`src/rtl/bcs_pkg.sv`:
```
package bcs_pkg;

    typedef enum logic [2:0] {
        ST_IDLE  = 3'd0,
        ST_ADDR  = 3'd1,
        ST_DATA  = 3'd2,
        ST_BOFF  = 3'd3,
        ST_RADDR = 3'd4
    } bus_state_e;

    typedef struct packed {
        logic pend;
        logic hold;
        logic ahold;
        logic boff;
        logic rdy;
        logic brdy;
        logic last;
    } bus_ctl_s;

endpackage

```
`src/rtl/bcs_attr_latch.sv`:
```
module bcs_attr_latch #(
    parameter int WIDTH = 20
) (
    input  logic             clk,
    input  logic             rst,
    input  logic             load,
    input  logic [WIDTH-1:0] d,
    output logic [WIDTH-1:0] q
);

    always_ff @(posedge clk) begin
        if (rst) begin
            q <= '0;
        end else if (load) begin
            q <= d;
        end
    end

endmodule

```
`src/rtl/bcs_fsm.sv`:
```
module bcs_fsm
    import bcs_pkg::*;
(
    input  logic       clk,
    input  logic       rst,
    input  bus_ctl_s   ctl,
    input  logic       cyc_pf_nc,
    output bus_state_e state,
    output logic       load,
    output logic       strobe
);

    bus_state_e state_q;
    bus_state_e state_d;
    logic       xfer_done;
    logic       launch_ok;
    logic       chain_ok;
    logic       drop_ok;

    always_comb begin
        xfer_done = ctl.rdy | (ctl.brdy & ctl.last);
        chain_ok  = ctl.pend & ~ctl.hold & ~ctl.ahold;
        launch_ok = chain_ok & ~ctl.boff;
        drop_ok   = ctl.hold & cyc_pf_nc;
    end

    always_comb begin
        state_d = state_q;
        unique case (state_q)
            ST_IDLE: begin
                if (launch_ok) state_d = ST_ADDR;
            end
            ST_ADDR: begin
                state_d = ctl.boff ? ST_BOFF : ST_DATA;
            end
            ST_DATA: begin
                if (ctl.boff) begin
                    state_d = ST_BOFF;
                end else if (xfer_done) begin
                    state_d = chain_ok ? ST_ADDR : ST_IDLE;
                end
            end
            ST_BOFF: begin
                if (!ctl.boff) state_d = ST_RADDR;
            end
            ST_RADDR: begin
                if (ctl.boff) begin
                    state_d = ST_BOFF;
                end else begin
                    state_d = drop_ok ? ST_IDLE : ST_DATA;
                end
            end
            default: state_d = ST_IDLE;
        endcase
    end

    always_ff @(posedge clk) begin
        if (rst) begin
            state_q <= ST_IDLE;
        end else begin
            state_q <= state_d;
        end
    end

    always_comb begin
        state  = state_q;
        strobe = (state_q == ST_ADDR) || (state_q == ST_RADDR);
        load   = (state_d == ST_ADDR);
    end


    a_r1_reset_idle: assert property (@(posedge clk)
        rst |=> (state_q == ST_IDLE && !strobe));


    a_r2_idle_gate: assert property (@(posedge clk) disable iff (rst)
        (state_q == ST_IDLE && !(ctl.pend && !ctl.hold && !ctl.ahold && !ctl.boff))
        |=> state_q == ST_IDLE);


    a_r3_strobe_single: assert property (@(posedge clk) disable iff (rst)
        strobe |=> !strobe);

    a_r3_addr_to_data: assert property (@(posedge clk) disable iff (rst)
        (state_q == ST_ADDR && !ctl.boff) |=> state_q == ST_DATA);


    a_r4_data_wait: assert property (@(posedge clk) disable iff (rst)
        (state_q == ST_DATA && !ctl.boff && !ctl.rdy && !(ctl.brdy && ctl.last))
        |=> state_q == ST_DATA);


    a_r7_abort: assert property (@(posedge clk) disable iff (rst)
        ((state_q == ST_ADDR || state_q == ST_DATA) && ctl.boff) |=> state_q == ST_BOFF);

    a_r7_linger: assert property (@(posedge clk) disable iff (rst)
        (state_q == ST_BOFF && ctl.boff) |=> (state_q == ST_BOFF && !strobe));


    a_r8_resume: assert property (@(posedge clk) disable iff (rst)
        (state_q == ST_BOFF && !ctl.boff) |=> (state_q == ST_RADDR && strobe));


    a_r9_reissue: assert property (@(posedge clk) disable iff (rst)
        (state_q == ST_RADDR && !ctl.boff && !(ctl.hold && cyc_pf_nc))
        |=> state_q == ST_DATA);

endmodule

```
`src/rtl/bus_cycle_seq.sv`:
```
module bus_cycle_seq
    import bcs_pkg::*;
#(
    parameter int ADDR_W = 16,
    parameter int KIND_W = 3
) (
    input  logic              clk,
    input  logic              rst,
    input  logic              req_pend,
    input  logic              hold_req,
    input  logic              snoop_hold,
    input  logic              backoff,
    input  logic              rdy,
    input  logic              brdy,
    input  logic              last_xfer,
    input  logic [ADDR_W-1:0] req_addr,
    input  logic [KIND_W-1:0] req_kind,
    input  logic              req_pf_nc,
    output logic              addr_strobe,
    output logic [2:0]        bus_state,
    output logic [ADDR_W-1:0] cyc_addr,
    output logic [KIND_W-1:0] cyc_kind,
    output logic              cyc_pf_nc
);

    localparam int ATTR_W = ADDR_W + KIND_W + 1;

    bus_ctl_s          ctl;
    bus_state_e        state;
    logic              load;
    logic [ATTR_W-1:0] attr_d;
    logic [ATTR_W-1:0] attr_q;

    always_comb begin
        ctl.pend  = req_pend;
        ctl.hold  = hold_req;
        ctl.ahold = snoop_hold;
        ctl.boff  = backoff;
        ctl.rdy   = rdy;
        ctl.brdy  = brdy;
        ctl.last  = last_xfer;
        attr_d    = {req_addr, req_kind, req_pf_nc};
    end

    bcs_fsm u_fsm (
        .clk       (clk),
        .rst       (rst),
        .ctl       (ctl),
        .cyc_pf_nc (attr_q[0]),
        .state     (state),
        .load      (load),
        .strobe    (addr_strobe)
    );

    bcs_attr_latch #(.WIDTH(ATTR_W)) u_attr (
        .clk  (clk),
        .rst  (rst),
        .load (load),
        .d    (attr_d),
        .q    (attr_q)
    );

    always_comb begin
        bus_state = state;
        cyc_addr  = attr_q[ATTR_W-1 -: ADDR_W];
        cyc_kind  = attr_q[KIND_W:1];
        cyc_pf_nc = attr_q[0];
    end


    a_r10_attr_frozen: assert property (@(posedge clk) disable iff (rst)
        (state == ST_DATA || state == ST_BOFF || state == ST_RADDR) |-> $stable(attr_q));


    a_r10_attr_capture: assert property (@(posedge clk) disable iff (rst)
        load |=> (attr_q == $past(attr_d)));

endmodule

```
`config.mk`:
```
export PLATFORM = sky130hd
export DESIGN_NAME = bus_cycle_seq
export DESIGN_NICKNAME = d
export VERILOG_FILES = /design/src/rtl/bcs_pkg.sv /design/src/rtl/bcs_attr_latch.sv /design/src/rtl/bcs_fsm.sv /design/src/rtl/bus_cycle_seq.sv
export SDC_FILE = /design/constraint.sdc
export NUM_CORES = 1
export LEC_CHECK = 0
export ABC_AREA = 1
export ABC_CLOCK_PERIOD_IN_PS = 1710
export BUFFER_PORTS_ARGS = -buffer_cell sky130_fd_sc_hd__buf_4
export CAP_MARGIN = 20
export CORE_MARGIN = 2
export CORE_UTILIZATION = 45
export DETAILED_ROUTE_END_ITERATION = 12
export HOLD_SLACK_MARGIN = 0.03
export PLACE_DENSITY = 0.8
export SLEW_MARGIN = 20
export SYNTH_ARGS = -nofsm -noshare
export SYNTH_HDL_FRONTEND = slang
export SYNTH_SLANG_ARGS = --single-unit
```
`constraint.sdc`:
```
create_clock -name clk -period 1.71 [get_ports clk]
set_clock_uncertainty 0.1 [all_clocks]
set_input_delay 0.171 -clock clk [delete_from_list [all_inputs] [get_ports clk]]
set_output_delay 0.171 -clock clk [all_outputs]
set_load 0.01 [all_outputs]
```
[Yosys cells after proc, flatten, opt, wreduce, memory -nomap -nowiden]
Cells that the tools add are included.
Word-level totals
  bits of input ports: 29
  logic and storage cells: 27
  register bits after elaboration: 23
  output and inout port bits: 24
Operators by class
  equality and inequality tests: 5
  multiplexer cells: 9
  bitwise gates (word level): 9
  reductions and logical operators: 2
Operators with widths (count)
  2-to-1 mux 3 bit: 5
  case mux 3 bit (5 select lines): 1
  == test 3 x 1 -> 1 bit, second input constant: 2
  == test 3 x 2 -> 1 bit, second input constant: 2
  AND 1 bit: 5
  == test 3 bit, second input constant: 1
  logical NOT 3 bit: 1
  inverter 1 bit: 3
  2-to-1 mux 1 bit: 2
  2-to-1 mux 2 bit: 1
  logical OR 1 bit: 1
  bitwise OR 1 bit: 1

[Logic depth before layout (Yosys ltp)]
Gate-level depths: netlist of run 1.
  depth after elaboration: 8
  depth in mapped cells: 10
  gate-level depth less buffers: 9

[By module]
Synthesis of run 1 repeated with hierarchy kept, for this count alone.
Unflattened totals
  cell total of the unflattened synthesis: 164
  area total of the unflattened synthesis: 1062.3 µm²
By module, submodules not included
  bcs_attr_latch: instances 1, area each 834.6 µm², seq. area each 400.4 µm², cells an instance 127
  bcs_fsm: instances 1, area each 227.7 µm², seq. area each 60.1 µm², cells an instance 37

[Worst setup path before layout of run 1]
Ideal clock, no wire load.
  kind: register to register
  start point: register u_fsm.state_q[0], in the netlist u_fsm.state[0]
  end point: register u_attr.q[10]
  path slack: 0.268 ns
  arrival: 1.227 ns
  period minus slack after synthesis: 1.442 ns
  data required time: 1.495 ns
  cell stages (with the launch flop): 11
  library setup time: 0.115 ns
  path buffers: 1
  cells stage by stage: dfxtp_1 -> inv_1 -> nand3_2 -> inv_2 -> nand2_1 -> nand2_1 -> nor2_4 -> buf_6 -> nand3_2 -> nand2_1 -> nor2_1
Between the ends
  longest elaborated chain between the ends: 4
  elaborated cells on any way between the ends: 11
  classes of those cells: 5 x eq/ne; 5 x mux; 1 x reduce/logical
Ends and longest elaborated chain
  start: declaration: line bcs_fsm.sv:13  | bus_state_e state_q;
  start signal: assignment: line bcs_fsm.sv:61  | state_q <= state_d;
  2-to-1 mux 3 bit: line bcs_fsm.sv:39  | end else if (xfer_done) begin
  2-to-1 mux 3 bit: line bcs_fsm.sv:37  | if (ctl.boff) begin
  case mux 3 bit (5 select lines) (*): line bcs_fsm.sv:29  | unique case (state_q)
  == test 3 x 1 -> 1 bit (*): line bcs_fsm.sv:68  | load = (state_d == ST_ADDR);
  end signal: assignment: line bcs_attr_latch.sv:13  | q <= '0;
  end signal: assignment: line bcs_attr_latch.sv:15  | q <= d;
  end: declaration: line bcs_attr_latch.sv:8  | output logic [WIDTH-1:0] q
Mark *: on every way between the ends. The rest lies on a longest branch, timed or not.
A chain may end at the register's enable or synchronous reset.

[Final worst setup path of run 1]
  start point: register u_fsm.state_q[0], in the netlist u_fsm.state[0]
  end point: register u_attr.q[4]
Same word-level chain as after synthesis.

==> results of run 1 <==
## cell usage after synthesis
library cell,n
nor2_2,2
nand4_1,1
nor2_1,25
inv_1,29
inv_2,3
nand2_1,31
o21ai_0,1
nand2_2,1
nand3_1,13
o21ai_2,1
nor2_4,1
nand3_2,13
buf_4,4
dfxtp_1,23
a21oi_1,20
buf_6,6
## power by group through the flow
stage,combinational [mW],sequential [mW],clock [mW]
floorplan,0.177,0.636,0
global placement,0.325,0.618,0
detailed placement,0.329,0.617,0
global route,0.368,0.611,0.279
CTS,0.331,0.606,0.257
finish,0.329,0.606,0.251
## logic make-up after synthesis
| kind of cell | Yosys count | synth area share [%] |
|---|---|---|
| flip-flops | 23 | 37.3 |
| AO/OA/AOI/OAI | 22 | 9.23 |
| AND/OR/NAND/NOR | 87 | 35.8 |
| buffers and inverters | 42 | 17.6 |
## path summary, 6_finish.rpt
path	end	slack, ns	cells past startpoint
hold reg to reg	u_attr.q[13]$_SDFFE_PP0N_	0.40	2
setup reg to reg	u_attr.q[4]$_SDFFE_PP0N_	0.18	10
hold / removal	u_attr.q[13]$_SDFFE_PP0N_	0.05	5
setup / recovery	u_attr.q[4]$_SDFFE_PP0N_	0.18	10
## worst max-delay path, delay by kind of cell, from the launching register on
kind / cells / cell delay [ns]
buf+inv: 3 / 0.33
flops: 1 / 0.47
simple gates: 7 / 0.53
## timing repair
item,4_1_cts,5_1_grt
hold endpoints to repair,1,0
resized for setup,0,0
hold buffers,1,0
endpoints found under the setup margin,0,0
## per-layer routing
metal	track usage, %	wire [um]	vias up
met1	21.4	1170	475
li1	-	-	636
met3	5.30	186	2
met2	24.9	1090	40
met4	2.04	13	0
met5	0	0	-
## final cells by class
| type | count | share of cell area [%] |
|---|---|---|
| inverters | 32 | 7.26 |
| well taps | 30 | 2.27 |
| repair buffers | 57 | 27.5 |
| multi-input cells | 109 | 33.6 |
| flip-flops and latches | 23 | 27.8 |
| clock buffers | 4 | 1.59 |
## flip-flops by register name, summed over array words and instances, names as in the netlist
signal / cells
u_attr.q: 20
u_fsm.state: 3
## placed cells by master, fill, tap and decap left out, drive strengths merged
master | Yosys | routed
buf | 10 | 56
nand2 | 32 | 32
dlygate4sd3 | 0 | 1
dfxtp | 23 | 23
inv | 32 | 32
clkbuf | 0 | 4
nor2 | 28 | 28
o21ai | 2 | 2
a21oi | 20 | 20
nand3 | 26 | 26
nand4 | 1 | 1
==> impl_metrics.yaml, run 1 <==
pwr:
  pwr-share-clk_pct: 21.2
  power.share.sequential_pct: 51.1
  power.internal_uw: 837
  swShare_pct: 29.4
  power_mw: 1.19
  power_leakage_nw: 0.888
  switchingPower_uw: 349
  ir_drop_v: 0.000647
  pwr-share-comb_pct: 27.8
  p_per_area_mw_per_mm2: 716
synthesis:
  ys_seq_area_share_pct: 37.3
  synth_top_area_cell: "dfxtp_1"
  synth_top_area_share_pct: 37.3
  yosysUniqueCellTypes: 16
  netlist_top_cells_area: "dfxtp_1 37%, nand3_2 11%, nand2_1 9.4%"
  synth_area_per_cell_sq_um: 7.09
  syn-num-nets: 203
  syn_inst: 174
  synth_seq_cells: 23
  syn-cell-area_sq_mm: 0.00123
  yosysWarnings: 0
floorplan:
  die-area_sq_mm: 0.00318
  row_count: 18
  die_w_um: 56.4
  io_pins: 53
  core_area_sq_mm: 0.00254
  initial_utilization_pct: 48.5
  dieHeight_um: 56.4
critical_path:
  cp_cell_sequence: "inv_1, nand3_2, inv_2, nand2_1, nand2_1, nor2_4, buf_12, nand3_1, nand2_1, nor2_1"
  critPathKind: "reg -> reg"
  worstReg2RegStart: "u_fsm.state[0]$_SDFF_PP0_"
  critPathLaunchType: "flop"
  crit_slowest_cell: "dfxtp_1"
  cp.arrival_ns: 1.64
  critPathMaxStageDelay_ns: 0.47
  required_ns: 1.82
  path_max_fanout: 40
  worstSetupStartpoint: "u_fsm.state[0]$_SDFF_PP0_"
  crit_top_cell: "nand2_1"
  endpoint_kind: "flop"
timing:
  fin_ws_ns: 0.184
  worstMarginPinSlew_ns: 0.363
  finalSetupViolCount: 0
  period_share_pct: 89.2
  relSlewSlack_pct: 75.8
  fin_crit_ns: 1.53
  drv_slew: 0
  hold_viol_final: 0
  rsz0062_at_grt: "false"
  hold_ws_ns: 0.0548
  fmax_mhz: 655
  setup_tns_ns: 0
clocking:
  cts-root-buf: "clkbuf_4"
  cts_buffer_depth: 2
  clkTransAtPathRegs_ns: 0.13
  cts_tree: "done"
  cts.sinks: 23
  post_cts_buffers: 0
  h-tree-depth: 1
  clk_latency_ns: 0.31
  numCtsBuffers: 3
finish:
  nets: 255
  multi_input_area_sq_um: 556
  fillers: 252
  drive_above_1_share_pct: 35.6
  stdcell_area_sq_mm: 0.00166
  final_cells: 255
  fin_util_pct: 65.0
  antennaDiodeCount: 0
  syn2layout_area_growth_pct: 34.2
  seqCellArea_sq_um: 460
drt:
  drtAntennaViolNets: 0
  firstDrtPassIters: 4
  routedWlPerCell_um: 9.66
  drcViolationCount: 0
  viasPerCell: 4.52
  finalWirelength_um: 2460
  dr_total_vias: 1153
  drt_iter0_markers: 44
job:
  maxCapViolCount: 0
placed_design:
  dpl.hpwl_um: 1780
  pre_cts_ws_ns: 0.186
  gp_congestion: 0.760
  io_buffers: 52
  dpl.cell_count: 250
  post_dp_cell_area_sq_mm: 0.00162
min_path:
  hold_class: "in -> reg"
  min_from: "req_addr[9]"
grt:
  antenna_found_initial: 0
  first_global_vias: 938
  grt_pass1_wl_um: 4070
  grt_overflow: 0
  grt_max_degree: 41
  grt_util_all_layers_pct: 15.7
run_status:
  status: "finished clean"
Note: power is estimated with default switching activity, not from simulation.
==> run 2, diff against run 1 <==
Settings changed: ABC_CLOCK_PERIOD_IN_PS 1710 to 1700, CORE_MARGIN 2 to 4, CTS_BUF_LIST set to sky130_fd_sc_hd__clkbuf_4 sky130_fd_sc_hd__clkbuf_8 sky130_fd_sc_hd__clkbuf_16.
Clock period 1.71 ns to 1.7 ns, I/O delays scaled along.
==> run 2 against run 1 <==
Net effect:
- utilization up 1.3 points
- largest cell class unchanged
- cell area up 2.0%
- combinational power is 4% higher
- non-clock buffer count increased by 1
- critical path depth stayed put
- sequential share of layout area shrank 0.56 points
- register-to-register slack got worse by 0.03 ns
- clock-buffer cell count shrank 1
- hold slack better by 0.0024 ns
- sequential power increased by 0.7%
- fmax decreased by 1.4%
- clock power about the same
==> impl_metrics.yaml, run 2 (same netlist as run 1, synthesis figures left out) <==
timing:
  fin_crit_ns: 1.55
  setup_tns_ns: 0
  hold_viol_final: 0
  relSlewSlack_pct: 82.3
  rsz0062_at_grt: "false"
  worstMarginPinSlew_ns: 0.265
  period_share_pct: 91.0
  finalSetupViolCount: 0
  drv_slew: 0
  fmax_mhz: 647
grt:
  first_global_vias: 1106
  grt_max_degree: 23
  antenna_found_initial: 0
  grt_overflow: 0
  grt_pass1_wl_um: 4500
  grt_util_all_layers_pct: 15.9
critical_path:
  critPathKind: "reg -> reg"
  cp.arrival_ns: 1.66
  path_max_fanout: 19
  endpoint_kind: "flop"
  rrSetupSlack_ns: 0.15
  critPathLaunchType: "flop"
  required_ns: 1.81
finish:
  final_cell_mix: "53 x buf_4, 31 x nand2_1, 29 x inv_1"
  largest-register: "u_attr.q"
  antennaDiodeCount: 0
  drive_above_1_share_pct: 36.3
  final_cells: 256
  fillers: 243
  syn2layout_area_growth_pct: 36.9
  fin_util_pct: 66.4
  stdcell_area_sq_mm: 0.00169
  largest_reg_flops: 20
  final_common_cell: "buf_4"
  nets: 256
job:
  maxCapViolCount: 0
clocking:
  post_cts_resized: 0
  clk_latency_ns: 0.30
  cts_buffer_depth: 2
  clkTransAtPathRegs_ns: 0.12
  cts-root-buf: "clkbuf_4"
  cts_tree: "done"
  cts.sinks: 23
  h-tree-depth: 1
  numCtsBuffers: 3
pwr:
  power_leakage_nw: 0.905
  ir_drop_v: 0.000503
  p_per_area_mw_per_mm2: 711
  power_mw: 1.20
floorplan:
  initial_utilization_pct: 48.5
  dieHeight_um: 60.4
  die_w_um: 60.4
  io_pins: 53
  core_area_sq_mm: 0.00254
  row_count: 18
  die-area_sq_mm: 0.00364
placed_design:
  dpl.hpwl_um: 1960
  io_buffers: 52
  gp_congestion: 0.768
  post_dp_cell_area_sq_mm: 0.00165
  dpl.cell_count: 251
drt:
  drt_iter0_markers: 34
  dr_total_vias: 1201
  detailroute.wirelength.met3_um: 237
  wl_met2_um: 1240
  drcViolationCount: 0
  met1_length_um: 1110
  firstDrtPassIters: 5
  top_layer_used: "met4"
  viasPerCell: 4.69
  drtAntennaViolNets: 0
  finalWirelength_um: 2590
  routedWlPerCell_um: 10.1
min_path:
  hold_class: "in -> reg"
run_status:
  status: "finished clean"
run 2: changes by cell type in the layout (fill, tap and decap cells not counted), sizes merged:
cell    change
buf         +1
clkbuf      -1
clkinv      +1
run 2: critical path: stages (launching register included):
cell and delay [ns]:
dfxtp_1 0.48, inv_1 0.08, nand3_2 0.09, inv_2 0.03, nand2_1 0.05, nand2_1 0.10
nor2_4 0.16, buf_12 0.18, nand3_2 0.08, nand2_1 0.06, nor2_1 0.04
run 2: timing repair:
action,CTS,global route
endpoints found under the hold margin,1,0
hold buffers,1,0
buffers inserted,0,0
run 2: path summary, 6_finish.rpt:
| path | start | end | cells past startpoint |
|---|---|---|---|
| worst max-delay path | u_fsm.state[0]$_SDFF_PP0_ | u_attr.q[19]$_SDFFE_PP0N_ | 10 |
| worst min-delay path | backoff | u_fsm.state[2]$_SDFF_PP0_ | 4 |
| worst max register to register | u_fsm.state[0]$_SDFF_PP0_ | u_attr.q[19]$_SDFFE_PP0N_ | 10 |
| worst min register to register | u_attr.q[10]$_SDFFE_PP0N_ | u_attr.q[10]$_SDFFE_PP0N_ | 2 |
run 2: layout make-up:
class	count	area (sq um)	area share, %
multi-input cells	109	556	32.9
repair buffers	58	488	28.9
inverters	32	120	7.11
well taps	30	37.5	2.22
flip-flops and latches	23	460	27.3
clock buffers	3	22.5	1.33
clock inverters	1	5.00	0.296
run 2: routing by layer:
layer,global-route usage (%),vias up
met1,19.0,527
met4,4.75,0
li1,-,639
met5,0,-
met2,27.2,33
met3,4.89,2
run 2: power by group:
group	total, mW	leakage (nW)	internal [mW]	switching, mW
sequential	0.610	0.187	0.583	0.0267
combinational	0.343	0.700	0.179	0.164
clock	0.248	0.0177	0.0877	0.160
run 2: metrics by stage:
step	hold WS, ns	worst slack, ns
finish	0.0572	0.153
global route	0.0564	0.00219
CTS	0.0465	0.155
detailed placement	0.243	0.167
global placement	0.238	0.204
floorplan	0.142	0.258
